--- config.mk ---
export PLATFORM = sky130hd
export DESIGN_NAME = opcode_prefix_tracker
export DESIGN_NICKNAME = d
export VERILOG_FILES = /design/src/rtl/opcode_prefix_pkg.sv /design/src/rtl/pfx_main_decode.sv /design/src/rtl/pfx_ext_decode.sv /design/src/rtl/pfx_sequencer.sv /design/src/rtl/opcode_prefix_tracker.sv
export SDC_FILE = /design/constraint.sdc
export NUM_CORES = 1
export LEC_CHECK = 0
export BUFFER_PORTS_ARGS = -buffer_cell sky130_fd_sc_hd__clkbuf_2
export CAP_MARGIN = 20
export CORE_AREA = 2 2 63 65
export DETAILED_ROUTE_END_ITERATION = 10
export DIE_AREA = 0 0 65 67
export PLACE_DENSITY = 0.73
export SETUP_SLACK_MARGIN = 0.4
export SYNTH_ARGS = -nofsm -noshare
export SYNTH_HDL_FRONTEND = slang
export SYNTH_SLANG_ARGS = --single-unit
--- constraint.sdc ---
create_clock -name clk -period 2.1 [get_ports clk]
set_input_delay 0.21 -clock clk [delete_from_list [all_inputs] [get_ports clk]]
set_output_delay 0.21 -clock clk [all_outputs]
set_load 0.01 [all_outputs]
--- src/rtl/opcode_prefix_pkg.sv ---
// Shared encodings for the escape-prefix tracker.
// Assumes 8-bit opcode bytes; escape values are fixed by the instruction set.
package opcode_prefix_pkg;

    localparam int OPC_W  = 8;
    localparam int CNT_W  = 2;

    localparam logic [OPC_W-1:0] ESC_BIT = 8'hCB;
    localparam logic [OPC_W-1:0] ESC_IX  = 8'hDD;
    localparam logic [OPC_W-1:0] ESC_EXT = 8'hED;
    localparam logic [OPC_W-1:0] ESC_IY  = 8'hFD;

    typedef enum logic [1:0] {
        IDX_HL = 2'd0,
        IDX_IX = 2'd1,
        IDX_IY = 2'd2
    } idx_e;

    typedef enum logic [1:0] {
        TBL_MAIN   = 2'd0,
        TBL_BIT    = 2'd1,
        TBL_EXT    = 2'd2,
        TBL_IDXBIT = 2'd3
    } tbl_e;

    typedef enum logic [2:0] {
        ST_OPC   = 3'd0,
        ST_BIT   = 3'd1,
        ST_EXT   = 3'd2,
        ST_XDISP = 3'd3,
        ST_XOP   = 3'd4,
        ST_SKIP  = 3'd5
    } st_e;

    typedef struct packed {
        tbl_e             tbl;
        idx_e             idx;
        logic             disp;
        logic [CNT_W-1:0] imm;
        logic             remap;
        logic [OPC_W-1:0] opc;
    } desc_t;

endpackage

--- src/rtl/pfx_main_decode.sv ---
// Classifies a main-table opcode: immediate byte count, (HL) memory use,
// 16-bit HL pair use, and H/L register-field use.
// Assumes the byte is not an escape value; results for escapes are unused.
module pfx_main_decode
    import opcode_prefix_pkg::*;
(
    input  logic [OPC_W-1:0] opc,
    output logic [CNT_W-1:0] imm,
    output logic             mem_ref,
    output logic             hl_pair,
    output logic             hl_half
);
    logic [1:0] fx;
    logic [2:0] fy;
    logic [2:0] fz;
    logic [1:0] fp;
    logic       fq;
    logic       y_half;
    logic       z_half;

    assign fx = opc[7:6];
    assign fy = opc[5:3];
    assign fz = opc[2:0];
    assign fp = opc[5:4];
    assign fq = opc[3];
    assign y_half = (fy == 3'd4) || (fy == 3'd5);
    assign z_half = (fz == 3'd4) || (fz == 3'd5);

    // Immediate operand count from the opcode's quadrant and column.
    always_comb begin
        imm = '0;
        unique case (fx)
            2'd0: begin
                case (fz)
                    3'd0: imm = (fy >= 3'd2) ? 2'd1 : 2'd0;
                    3'd1: imm = fq ? 2'd0 : 2'd2;
                    3'd2: imm = (fy >= 3'd4) ? 2'd2 : 2'd0;
                    3'd6: imm = 2'd1;
                    default: imm = 2'd0;
                endcase
            end
            2'd3: begin
                case (fz)
                    3'd2, 3'd4: imm = 2'd2;
                    3'd3: begin
                        if (fy == 3'd0)                        imm = 2'd2;
                        else if (fy == 3'd2 || fy == 3'd3)     imm = 2'd1;
                        else                                   imm = 2'd0;
                    end
                    3'd5: imm = (fq && fp == 2'd0) ? 2'd2 : 2'd0;
                    3'd6: imm = 2'd1;
                    default: imm = 2'd0;
                endcase
            end
            default: imm = 2'd0;
        endcase
    end

    // Memory operand through HL: inc/dec/load-immediate, register loads, ALU.
    always_comb begin
        mem_ref = 1'b0;
        if (fx == 2'd0)      mem_ref = (opc == 8'h34) || (opc == 8'h35) || (opc == 8'h36);
        else if (fx == 2'd1) mem_ref = (fy == 3'd6) != (fz == 3'd6);
        else if (fx == 2'd2) mem_ref = (fz == 3'd6);
    end

    // H or L named as an 8-bit register field.
    always_comb begin
        hl_half = 1'b0;
        if (fx == 2'd0)      hl_half = y_half && (fz == 3'd4 || fz == 3'd5 || fz == 3'd6);
        else if (fx == 2'd1) hl_half = (opc != 8'h76) && (y_half || z_half);
        else if (fx == 2'd2) hl_half = z_half;
    end

    // HL used as a 16-bit pair (loads, add, inc/dec, stack, jump, SP load).
    always_comb begin
        hl_pair = 1'b0;
        if (fx == 2'd0)
            hl_pair = ((fz == 3'd1) && (fq || fp == 2'd2)) ||
                      ((fz == 3'd2 || fz == 3'd3) && fp == 2'd2);
        else if (fx == 2'd3)
            hl_pair = (opc == 8'hE1) || (opc == 8'hE3) || (opc == 8'hE5) ||
                      (opc == 8'hE9) || (opc == 8'hF9);
    end

endmodule

--- src/rtl/pfx_ext_decode.sv ---
// Immediate count for extended-table opcodes: only the 16-bit absolute
// load/store column carries a two-byte address.
// Assumes unused extended codes act as two-byte no-operations.
module pfx_ext_decode
    import opcode_prefix_pkg::*;
(
    input  logic [OPC_W-1:0] opc,
    output logic [CNT_W-1:0] imm
);
    // Address operand present for quadrant 1, column 3.
    always_comb begin
        imm = (opc[7:6] == 2'd1 && opc[2:0] == 3'd3) ? 2'd2 : 2'd0;
    end
endmodule

--- src/rtl/pfx_sequencer.sv ---
// Prefix state machine: holds the pending index prefix, walks the escape
// sequences, registers one descriptor per instruction and skips operands.
// Assumes decode inputs are combinational functions of byte_in.
module pfx_sequencer
    import opcode_prefix_pkg::*;
(
    input  logic             clk,
    input  logic             rst_n,
    input  logic             byte_valid,
    input  logic [OPC_W-1:0] byte_in,
    input  logic [CNT_W-1:0] main_imm,
    input  logic             main_mem,
    input  logic             main_pair,
    input  logic             main_half,
    input  logic [CNT_W-1:0] ext_imm,
    output desc_t            desc,
    output logic             desc_fire,
    output logic             ign_pulse
);
    st_e              state;
    idx_e             idx_q;
    logic [CNT_W-1:0] skip_q;

    logic             effect;
    logic             m_disp;
    desc_t            main_desc;
    logic [CNT_W-1:0] main_skip;
    logic             is_idx_esc;

    // Descriptor for a main-table opcode under the pending prefix.
    always_comb begin
        is_idx_esc      = (byte_in == ESC_IX) || (byte_in == ESC_IY);
        effect          = (idx_q != IDX_HL) && (main_mem || main_pair || main_half);
        m_disp          = effect && main_mem;
        main_desc.tbl   = TBL_MAIN;
        main_desc.idx   = effect ? idx_q : IDX_HL;
        main_desc.disp  = m_disp;
        main_desc.imm   = main_imm;
        main_desc.remap = effect && main_half && !main_mem;
        main_desc.opc   = byte_in;
        main_skip       = main_imm + {{(CNT_W-1){1'b0}}, m_disp};
    end

    // Sequence state, pending prefix and registered outputs.
    always_ff @(posedge clk) begin
        if (!rst_n) begin
            state     <= ST_OPC;
            idx_q     <= IDX_HL;
            skip_q    <= '0;
            desc      <= '0;
            desc_fire <= 1'b0;
            ign_pulse <= 1'b0;
        end else begin
            desc_fire <= 1'b0;
            ign_pulse <= 1'b0;
            if (byte_valid) begin
                unique case (state)
                    ST_OPC: begin
                        if (is_idx_esc) begin
                            ign_pulse <= (idx_q != IDX_HL);
                            idx_q     <= (byte_in == ESC_IX) ? IDX_IX : IDX_IY;
                        end else if (byte_in == ESC_EXT) begin
                            ign_pulse <= (idx_q != IDX_HL);
                            idx_q     <= IDX_HL;
                            state     <= ST_EXT;
                        end else if (byte_in == ESC_BIT) begin
                            state <= (idx_q == IDX_HL) ? ST_BIT : ST_XDISP;
                        end else begin
                            desc      <= main_desc;
                            desc_fire <= 1'b1;
                            idx_q     <= IDX_HL;
                            if (main_skip != '0) begin
                                skip_q <= main_skip;
                                state  <= ST_SKIP;
                            end
                        end
                    end
                    ST_BIT: begin
                        desc       <= '{tbl: TBL_BIT, idx: IDX_HL, disp: 1'b0,
                                        imm: '0, remap: 1'b0, opc: byte_in};
                        desc_fire  <= 1'b1;
                        state      <= ST_OPC;
                    end
                    ST_EXT: begin
                        desc      <= '{tbl: TBL_EXT, idx: IDX_HL, disp: 1'b0,
                                       imm: ext_imm, remap: 1'b0, opc: byte_in};
                        desc_fire <= 1'b1;
                        if (ext_imm != '0) begin
                            skip_q <= ext_imm;
                            state  <= ST_SKIP;
                        end else begin
                            state  <= ST_OPC;
                        end
                    end
                    ST_XDISP: begin
                        state <= ST_XOP;
                    end
                    ST_XOP: begin
                        desc      <= '{tbl: TBL_IDXBIT, idx: idx_q, disp: 1'b1,
                                       imm: '0, remap: 1'b0, opc: byte_in};
                        desc_fire <= 1'b1;
                        idx_q     <= IDX_HL;
                        state     <= ST_OPC;
                    end
                    ST_SKIP: begin
                        skip_q <= skip_q - 1'b1;
                        if (skip_q == 2'd1) state <= ST_OPC;
                    end
                    default: state <= ST_OPC;
                endcase
            end
        end
    end

    AST_FIRE_NEEDS_BYTE: assert property (@(posedge clk) disable iff (!rst_n)
        desc_fire |-> $past(byte_valid));
    AST_DISP_ONLY_INDEXED: assert property (@(posedge clk) disable iff (!rst_n)
        (desc_fire && desc.disp) |-> (desc.idx != IDX_HL));
    AST_REMAP_NOT_WITH_DISP: assert property (@(posedge clk) disable iff (!rst_n)
        (desc_fire && desc.remap) |-> !desc.disp);
    AST_IGNORE_AFTER_ESCAPE: assert property (@(posedge clk) disable iff (!rst_n)
        ign_pulse |-> ($past(byte_valid) && ($past(byte_in) == ESC_IX ||
                       $past(byte_in) == ESC_IY || $past(byte_in) == ESC_EXT)));
    AST_EXT_UNINDEXED: assert property (@(posedge clk) disable iff (!rst_n)
        (desc_fire && desc.tbl == TBL_EXT) |-> (desc.idx == IDX_HL));
    AST_IDXBIT_SHAPE: assert property (@(posedge clk) disable iff (!rst_n)
        (desc_fire && desc.tbl == TBL_IDXBIT) |-> (desc.disp && desc.imm == '0 &&
                                                   desc.idx != IDX_HL));
    AST_NO_FIRE_AND_PULSE: assert property (@(posedge clk) disable iff (!rst_n)
        !(desc_fire && ign_pulse));

endmodule

--- src/rtl/opcode_prefix_tracker.sv ---
// Top level: byte-serial escape-prefix tracker. Decodes each byte with the
// main and extended classifiers and lets the sequencer build descriptors.
// Assumes one stream byte per cycle when byte_valid is high.
module opcode_prefix_tracker
    import opcode_prefix_pkg::*;
(
    input  logic       clk,
    input  logic       rst_n,
    input  logic       byte_valid,
    input  logic [7:0] byte_in,
    output logic       desc_valid,
    output logic [1:0] desc_table,
    output logic [1:0] desc_index,
    output logic [7:0] desc_opcode,
    output logic       desc_disp,
    output logic [1:0] desc_imm,
    output logic       desc_remap,
    output logic       prefix_ignored
);
    logic [CNT_W-1:0] main_imm;
    logic             main_mem;
    logic             main_pair;
    logic             main_half;
    logic [CNT_W-1:0] ext_imm;
    desc_t            desc;

    pfx_main_decode u_main (
        .opc     (byte_in),
        .imm     (main_imm),
        .mem_ref (main_mem),
        .hl_pair (main_pair),
        .hl_half (main_half)
    );

    pfx_ext_decode u_ext (
        .opc (byte_in),
        .imm (ext_imm)
    );

    pfx_sequencer u_seq (
        .clk        (clk),
        .rst_n      (rst_n),
        .byte_valid (byte_valid),
        .byte_in    (byte_in),
        .main_imm   (main_imm),
        .main_mem   (main_mem),
        .main_pair  (main_pair),
        .main_half  (main_half),
        .ext_imm    (ext_imm),
        .desc       (desc),
        .desc_fire  (desc_valid),
        .ign_pulse  (prefix_ignored)
    );

    // Unpack the registered descriptor onto plain ports.
    always_comb begin
        desc_table  = desc.tbl;
        desc_index  = desc.idx;
        desc_opcode = desc.opc;
        desc_disp   = desc.disp;
        desc_imm    = desc.imm;
        desc_remap  = desc.remap;
    end

endmodule

Word level (Yosys, flattened, before mapping)
Cells that the tools add are included.
{ "op_classes": {"add_sub_neg": 2, "magnitude_cmp": 2, "n_eq_ne": 43, "muxes": 48, "reduce_logical": 48} }
{ "op_table": {"columns": ["operator", "n"], "rows": [
  ["8-bit == test, second input constant", 9],
  ["16-bit one-hot mux with 4 select lines", 1],
  ["16-bit two-way mux", 3],
  ["2-bit two-way mux", 16],
  ["3-bit == test, second input constant", 8],
  ["8-bit by 6-bit == test with 1-bit output, second input constant", 3],
  ["3-bit by 2-bit == test with 1-bit output, second input constant", 6],
  ["3-bit two-way mux", 6],
  ["1-bit logical OR", 17],
  ["2-bit one-hot mux with 4 select lines", 2],
  ["1-bit two-way mux", 15],
  ["3-bit one-hot mux with 4 select lines", 1],
  ["1-bit logical AND", 10],
  ["3-bit logical NOT", 3],
  ["8-bit by 7-bit inequality test with 1-bit output, second input constant", 1],
  ["2-bit one-hot mux with 2 select lines", 2],
  ["2-bit nonzero test", 4],
  ["7-bit AND reduction", 1],
  ["2-bit == test, second input constant", 3],
  ["3-bit by 1-bit == test with 1-bit output, second input constant", 2],
  ["2-bit logical NOT", 3],
  ["2-bit by 1-bit inequality test with 1-bit output, second input constant", 3],
  ["2-bit inequality test, second input constant", 3],
  ["2-bit one-hot mux with 3 select lines", 1],
  ["18 further kinds", 20]
]} }
{ "totals": {"ff_bits": 25, "in_bits": 11} }

Logic depth before layout (Yosys ltp)
Gate-level depths: netlist (run 1).
{ "logic_depth": {"word_depth": 18, "ltp_mapped": 13, "depth_no_buf": 13} }

By module
A second synthesis (run 1) with hierarchy kept.
{ "unflattened": {"cells_unflattened": 227, "area_unflattened_um2": 1747.9} }
{ "modules_own_cells": {"columns": ["mod", "instances", "cells_each", "area_each_um2", "seq_area_each_um2"], "rows": [
  ["pfx_sequencer", 1, 170, 1371.3, 500.5],
  ["pfx_main_decode", 1, 53, 352.8, 0.0],
  ["pfx_ext_decode", 1, 4, 23.8, 0.0]
]} }

Worst setup path after synthesis (run 1)
No wires, ideal clock.
{ "synth_path": {"path_type": "input -> register", "from": "in byte_in[3]", "to": "reg u_seq.skip_q[1]", "setup_time_ns": 0.119, "t_arrival_ns": 2.053, "required_time_ns": 1.981, "slack_ns": -0.072, "stages": 9, "path_buffers": 1, "path_cell_list": "buf_6 -> nand3b_1 -> xor2_1 -> a311oi_2 -> nor2_1 -> ha_1 -> nor3_1 -> a21oi_1 -> o221a_1"} }
{ "synth_between": {"elab_chain_len": 17, "elab_cells_between_ends": 69, "cone_classes": "1 x add/sub; 2 x order compare; 23 x eq/ne; 20 x mux; 23 x reduce/logical"} }
{ "synth_rtl": {"columns": ["item", "line", "text"], "rows": [
  ["from (decl)", "opcode_prefix_tracker.sv:10", "input logic [7:0] byte_in,"],
  ["8-bit == test", "pfx_main_decode.sv:82", "hl_pair = (opc == 8'hE1) || (opc == 8'hE3) || (opc == 8'hE5) ||"],
  ["1-bit logical OR (3 in a row)", "pfx_main_decode.sv:82", null],
  ["1-bit logical OR", "pfx_main_decode.sv:83", "(opc == 8'hE9) || (opc == 8'hF9);"],
  ["1-bit two-way mux", "pfx_main_decode.sv:81", "else if (fx == 2'd3)"],
  ["1-bit two-way mux", "pfx_main_decode.sv:78", "if (fx == 2'd0)"],
  ["1-bit logical OR (2 in a row)", "pfx_sequencer.sv:33", "effect = (idx_q != IDX_HL) && (main_mem || main_pair || main_half);"],
  ["1-bit logical AND", "pfx_sequencer.sv:33", null],
  ["1-bit logical AND", "pfx_sequencer.sv:34", "m_disp = effect && main_mem;"],
  ["2-bit by 1-bit adder with 2-bit output", "pfx_sequencer.sv:41", "main_skip = main_imm + {{(CNT_W-1){1'b0}}, m_disp};"],
  ["2-bit two-way mux", "pfx_sequencer.sv:72", "if (main_skip != '0) begin"],
  ["2-bit two-way mux", "pfx_sequencer.sv:66", "end else if (byte_in == ESC_BIT) begin"],
  ["2-bit two-way mux", "pfx_sequencer.sv:62", "end else if (byte_in == ESC_EXT) begin"],
  ["2-bit two-way mux", "pfx_sequencer.sv:59", "if (is_idx_esc) begin"],
  ["2-bit one-hot mux with 3 select lines", "pfx_sequencer.sv:57", "unique case (state)"],
  ["to (signal assigned)", "pfx_sequencer.sv:73", "skip_q <= main_skip;"],
  ["to (signal assigned)", "pfx_sequencer.sv:89", "skip_q <= ext_imm;"],
  ["to (signal assigned)", "pfx_sequencer.sv:106", "skip_q <= skip_q - 1'b1;"],
  ["to (decl)", "pfx_sequencer.sv:22", "logic [CNT_W-1:0] skip_q;"]
]} }
Parallel ways exist; a longest one is shown, timed or not. The select of a mux whose other input is x is not followed.
A chain may end at the register's enable or synchronous reset.

Final worst setup path (run 1)
Ends and elaborated chain as after synthesis.

==> results.sh, run 1 <==
export IMPL_required_ns=2.33
export IMPL_design_area_um2=2530
export IMPL_synth_edf_count=0
export IMPL_placed_cells=328
export IMPL_maxCapViolCount=0
export IMPL_core_um2=3610
export IMPL_min_period_ns=1.93
export IMPL_start_util=0.490
export IMPL_synthDistinctLibCells=62
export IMPL_r2r_cells=9
export IMPL_syn_to_final_growth_pct=43.4
export IMPL_yosys_top_cells_area="dfxtp_1 28%, a21oi_1 8.2%, nand2_1 7.9%"
export IMPL_cp_slowest_cell="a311oi_2"
export IMPL_slew_violations=0
export IMPL_grt_overflow=0
export IMPL_dp_hpwl_um=3600
export IMPL_synth_top_area_share=0.283
export IMPL_worstSetupPathDepth=12
export IMPL_crit_family="compound AO/OA/AOI/OAI gates"
export IMPL_cp_max_fo=5
export IMPL_antenna_found_initial=0
export IMPL_fp_dieW_um=65
export IMPL_cp_data_arrival_time_ns=2.16
export IMPL_power_switching_mw=0.362
export IMPL_max_slew_worst_pin_slew_ns=0.448
export IMPL_ys_seq_elements=25
export IMPL_placement_io_buffers=28
export IMPL_swShare=0.315
export IMPL_placed_cell_area_um2=2220
export IMPL_drt_first_iter_violations=132
export IMPL_worstPathCellList="buf_8 > nand3b_1 > xor2_1 > a311oi_2 > nor2_2 > ha_4 > nor2_4 > nand2_2 > o21ai_2 > nor3_2 > a211oi_2 > o221a_1"
export IMPL_via_per_inst=5.77
export IMPL_critical_path_endpoint_type="flop"
export IMPL_clock_sinks=25
export IMPL_synth_net_count=248
export IMPL_ant_nets=0
export IMPL_worstSetupPathType="in -> reg"
export IMPL_path_clk_slew_ns=0.10
export IMPL_critPathMaxStageDelay_ns=0.34
export IMPL_power_mw=1.15
export IMPL_hold_buffers=0
export IMPL_async_reset_ff_frac=0
export IMPL_firstDrtPassIters=4
export IMPL_hold_class="in -> reg"
export IMPL_num_vias=1969
export IMPL_avgSynthCellArea_um2=7.65
export IMPL_cts_max_level=1
export IMPL_drcViolationCount=0
export IMPL_ys_seq_area_frac=0.283
export IMPL_first_global_vias=1781
export IMPL_max_freq_ghz=0.518
export IMPL_hold_viol_final=0
export IMPL_grt_max_degree=20
export IMPL_max_slew_margin_rel=0.701
export IMPL_finalSetupViolCount=0
export IMPL_drive_gt1_frac=0.423
export IMPL_worstHoldPathCells=3
export IMPL_p_seq_frac=0.437
export IMPL_diodes=0
export IMPL_p_int_mw=0.787
export IMPL_combPwrFrac=0.298
export IMPL_routedWlPerCell_um=15.4
export IMPL_p_leak_nw=0.987
export IMPL_crit_buf_inv=1
export IMPL_status="complete, no violations"
export IMPL_rows=22
export IMPL_grt_pass1_wl_um=8400
export IMPL_max_clock_path_buffers=2
export IMPL_skew_ns=0.00337
export IMPL_root_buffer="clkbuf_8"
export IMPL_rsz0062_at_grt="true"
export IMPL_vdd_drop_max_mv=0.262
export IMPL_die_y_um=67
export IMPL_nets=311
export IMPL_syn_area_um2=1770
export IMPL_instances_no_fill=341
export IMPL_cts_made_buffers=3
export IMPL_yosysWarningCount=0
export IMPL_crit_path_start_kind="input pin"
export IMPL_clkPwrFrac=0.264
export IMPL_die_area_um2=4360
export IMPL_timing_final_crit_share=0.920
export IMPL_synth_top_area_cell="dfxtp_1"
export IMPL_p_per_area_nw_per_um2=454
export IMPL_syn_instance_count=231
export IMPL_grt_usage=0.246
export IMPL_cts_tree="built"
export IMPL_clk_latency_ns=0.27
export IMPL_routed_wl_um=5260
export IMPL_routabilityCongestion=0.920
export IMPL_synth_top_flop_cell="dfxtp_1"
export IMPL_io_pins=29
export IMPL_holdWs_ns=0.291
metrics by stage:
stage	utilization	setup TNS, ns	worst slack (ns)
5_1_grt	0.703	0	0.0669
3_5_place_dp	0.616	-0.164	-0.118
4_1_cts	0.666	0	0.234
2_1_floorplan	-	0	0.140
6_report	0.703	0	0.168
3_3_place_gp	0.616	-0.00489	-0.00489
synth_stat cells (2+ instances only):
library cell	n
a211oi_1	3
a21o_1	4
a21oi_1	29
a31oi_1	2
a32oi_1	2
and3_1	2
buf_1	2
buf_2	6
buf_4	2
buf_6	2
clkbuf_1	5
dfxtp_1	25
ha_1	6
inv_1	8
mux2i_1	2
nand2_1	37
nand2b_1	7
nand3_1	5
nand3b_1	4
nand4_1	4
nor2_1	13
nor2b_1	2
nor3_1	5
nor3b_1	2
nor4_1	2
o211ai_1	4
o21ai_0	9
or3_1	2
or3b_1	2
what timing repair did:
action,4_1_cts,5_1_grt
pin swaps,8,16
gates cloned,1,0
endpoints found under the setup margin,21,22
gates resized for setup,22,37
buffers inserted,5,3
tightest hold or removal path: stages:
cell      delay [ns]
clkbuf_2        0.19
o21ai_2         0.09
a21oi_1         0.04
layer usage:
metal,global-route usage,part of all wire,up-vias,wire length [um]
met1,0.321,0.44,911,2290
met2,0.423,0.50,81,2620
met3,0.0321,0.049,12,256
li1,-,-,965,-
met4,0.0745,0.017,0,89
met5,0,0,-,0
cell families (layout without fill, tap and decap cells):
family,Yosys count,after routing,synth area share
compound gates,72,72,0.285
xor+xnor,3,3,0.0191
fa+ha+maj,6,6,0.0425
buf+inv,26,88,0.0722
flops,25,25,0.283
mux,2,2,0.0113
simple gates,97,97,0.287
layout make-up:
| cell class | count | area, um^2 |
|---|---|---|
| Clock buffer | 3 | 41.3 |
| Clock inverter | 1 | 7.51 |
| Fill cell | 290 | 1070 |
| Inverter | 9 | 33.8 |
| Multi-Input combinational cell | 180 | 1330 |
| Sequential cell | 25 | 508 |
| Tap cell | 48 | 60.1 |
| Timing Repair Buffer | 75 | 553 |
registers in the layout (all words and copies together) (netlist names):
register,count
u_seq.ign_pulse,1
u_seq.desc_fire,1
u_seq.state,3
u_seq.idx_q,2
u_seq.skip_q,2
u_seq.desc,16
power by group through the flow:
stage | combinational (mW) | sequential, mW | clock, mW
2_1_floorplan | 0.175 | 0.520 | 0
3_3_place_gp | 0.278 | 0.514 | 0
3_5_place_dp | 0.281 | 0.514 | 0
4_1_cts | 0.310 | 0.504 | 0.314
5_1_grt | 0.372 | 0.505 | 0.335
6_report | 0.343 | 0.503 | 0.304
path summary, 6_finish.rpt:
| check | startpoint | endpoint | slack [ns] |
|---|---|---|---|
| worst max-delay path | byte_in[3] | u_seq.skip_q[1]$_SDFFE_PN0P_ | 0.17 |
| worst min-delay path | rst_n | u_seq.desc[10]$_SDFFE_PN0P_ | 0.29 |
| worst max register to register | u_seq.idx_q[0]$_SDFFE_PN0P_ | u_seq.skip_q[1]$_SDFFE_PN0P_ | 0.35 |
| worst min register to register | u_seq.desc[3]$_SDFFE_PN0P_ | u_seq.desc[3]$_SDFFE_PN0P_ | 0.46 |
cell usage in the layout (no fill, tap or decap), types with 3 or more instances in the layout:
cell,synthesis,layout
clkbuf_8,0,5
nand2_2,0,3
nor2_2,0,3
nand3b_1,4,4
ha_4,0,3
a21oi_2,0,7
o21ai_0,9,5
dfxtp_1,25,23
nor2_1,13,9
a21oi_1,29,22
inv_1,8,6
buf_4,2,43
clkbuf_2,0,23
a211oi_2,1,4
buf_6,2,4
nand3_1,5,4
nand2_1,37,34
nand2b_1,7,5
nand4_1,4,4
nor3_1,5,3
o211ai_1,4,4
a21o_1,4,4
Note: power is estimated with default switching activity, not from simulation.
==> run 2: changes to the inputs <==
PLACE_DENSITY = 0.7   (was 0.73)
clock period = 2.2 ns   (was 2.1 ns; I/O delays follow)
==> run 2 against run 1 <==
Net effect:
- register-to-register slack worse by 0.03 ns
- die area unchanged
- wire length shrank 0.68%
- sequential cell count is the same
==> results.sh, run 2 (synthesized netlist as in run 1, its figures left out) <==
export IMPL_max_clock_path_buffers=2
export IMPL_hold_end="u_seq.desc[7]$_SDFFE_PN0P_"
export IMPL_cts_made_buffers=3
export IMPL_worstPathCellList="buf_6 > nand3b_1 > xor2_1 > a311oi_2 > buf_4 > nor2_4 > ha_4 > buf_12 > a31oi_4 > o21ai_2 > nor3_2 > a211oi_2 > o221a_1"
export IMPL_dp_hpwl_um=3640
export IMPL_use_met1=0.327
export IMPL_grt_busiest_layer="met2"
export IMPL_nets=305
export IMPL_via_per_inst=5.82
export IMPL_start_util=0.490
export IMPL_grt_overflow=0
export IMPL_first_global_vias=1783
export IMPL_design_area_um2=2540
export IMPL_cts_tree="built"
export IMPL_rsz0062_at_grt="true"
export IMPL_placement_io_buffers=28
export IMPL_hold_class="in -> reg"
export IMPL_instances_no_fill=335
export IMPL_placed_cell_area_um2=2160
export IMPL_drt_first_iter_violations=182
export IMPL_grt_usage=0.252
export IMPL_routedWlPerCell_um=15.6
export IMPL_skew_ns=0.00104
export IMPL_diodes=0
export IMPL_drcViolationCount=0
export IMPL_crit_path_start_kind="input pin"
export IMPL_critical_path_endpoint_type="flop"
export IMPL_fp_dieW_um=65
export IMPL_num_vias=1950
export IMPL_critPathMaxStageDelay_ns=0.27
export IMPL_cp_max_fo=3
export IMPL_cp_slowest_cell="a311oi_2"
export IMPL_max_slew_margin_rel=0.697
export IMPL_r2r_end="u_seq.skip_q[1]$_SDFFE_PN0P_"
export IMPL_finalSetupViolCount=0
export IMPL_clk_latency_ns=0.27
export IMPL_final_common_cell="buf_4"
export IMPL_largest_reg_flops=16
export IMPL_hold_viol_final=0
export IMPL_nFillCells=297
export IMPL_maxCapViolCount=0
export IMPL_required_ns=2.36
export IMPL_max_slew_worst_pin_slew_ns=0.454
export IMPL_r2r_cells=7
export IMPL_cts_max_level=1
export IMPL_power_mw=1.08
export IMPL_root_buffer="clkbuf_8"
export IMPL_timing_final_crit_share=0.915
export IMPL_clock_sinks=25
export IMPL_worstSetupPathType="in -> reg"
export IMPL_drive_gt1_frac=0.411
export IMPL_io_pins=29
export IMPL_die_y_um=67
export IMPL_placed_cells=320
export IMPL_largest_register="u_seq.desc"
export IMPL_path_clk_slew_ns=0.09
export IMPL_final_cell_mix="36 x buf_4, 32 x nand2_1, 24 x dfxtp_1, 21 x clkbuf_2, 20 x a21oi_1"
export IMPL_core_um2=3610
export IMPL_multi_input_area_um2=1350
export IMPL_vdd_drop_max_mv=0.340
export IMPL_slew_violations=0
export IMPL_rows=22
export IMPL_routabilityCongestion=0.897
export IMPL_worstHoldPathCells=3
export IMPL_grt_pass1_wl_um=8570
export IMPL_reg_largest_list="u_seq.desc (16), u_seq.state (3)"
export IMPL_p_leak_nw=0.991
export IMPL_routed_wl_um=5220
export IMPL_crit_buf_inv=3
export IMPL_cp_data_arrival_time_ns=2.18
export IMPL_use_met3=0.0389
export IMPL_p_per_area_nw_per_um2=424
export IMPL_ant_nets=0
export IMPL_antenna_found_initial=0
export IMPL_r2r_start="u_seq.state[2]$_SDFFE_PN0P_"
export IMPL_min_period_ns=2.01
export IMPL_max_freq_ghz=0.497
export IMPL_status="complete, no violations"
export IMPL_firstDrtPassIters=4
export IMPL_seq_area_um2=502
export IMPL_grt_max_degree=20
export IMPL_die_area_um2=4360
export IMPL_syn_to_final_growth_pct=44.1
export IMPL_grt_use_met2=0.443
export IMPL_hp_start="byte_in[7]"
export IMPL_crit_family="compound AO/OA/AOI/OAI gates"
export IMPL_r2r_slack_ns=0.32
==> run 2: worst max-delay path by stage <==
stage,slack [ns],depth (start not counted),endpoint,startpoint
global route,0.1,13,u_seq.skip_q[1]$_SDFFE_PN0P_,byte_in[0]
detailed placement,-0.07,12,u_seq.skip_q[1]$_SDFFE_PN0P_,byte_in[6]
floorplan,0.23,11,u_seq.skip_q[1]$_SDFFE_PN0P_,byte_in[3]
CTS,0.28,13,u_seq.skip_q[1]$_SDFFE_PN0P_,byte_in[3]
global placement,-0.02,12,u_seq.skip_q[1]$_SDFFE_PN0P_,byte_in[6]
finish,0.19,13,u_seq.skip_q[1]$_SDFFE_PN0P_,byte_in[0]
==> run 2: metrics by stage <==
stage	setup TNS, ns	hold slack, ns	setup WS, ns	util
4_1_cts	0	0.226	0.279	0.657
3_5_place_dp	-0.0832	0.446	-0.0748	0.599
6_report	0	0.242	0.187	0.706
3_3_place_gp	-0.0187	0.440	-0.0187	0.599
5_1_grt	0	0.247	0.0977	0.706
2_1_floorplan	0	0.356	0.230	-
==> run 2: what timing repair did <==
action,4_1_cts,5_1_grt
hold buffers,0,0
resized for setup,24,36
cloned,1,0
pin swaps,21,25
endpoints found under the setup margin,16,21
setup buffers,4,6
==> run 2: routing by layer <==
metal	routed length [um]	vias up	share of wire
met1	2340	933	0.45
met3	257	6	0.049
met4	51	0	0.0098
met5	0	-	0
li1	-	959	-
met2	2570	52	0.49
==> run 2: power by group <==
group          internal, mW  total (mW)  switching, mW
sequential            0.471       0.486         0.0149
clock                 0.128       0.273          0.144
combinational         0.151       0.321          0.170
total                 0.750        1.08          0.329
==> run 2: layout make-up <==
| type | count | share of cell area |
|---|---|---|
| clock buffers | 3 | 0.0162 |
| clock inverters | 1 | 0.00295 |
| flip-flops and latches | 25 | 0.197 |
| well taps | 48 | 0.0236 |
| multi-input cells | 180 | 0.529 |
| inverters | 9 | 0.0133 |
| repair buffers | 69 | 0.217 |
==> run 2: worst register-to-register path: cells and delay by family, from the launching register on <==
kind	cells	cell delay, ns
AO/OA/AOI/OAI	4	0.89
flip-flops	1	0.48
buffers and inverters	1	0.23
AND/OR/NAND/NOR	2	0.18
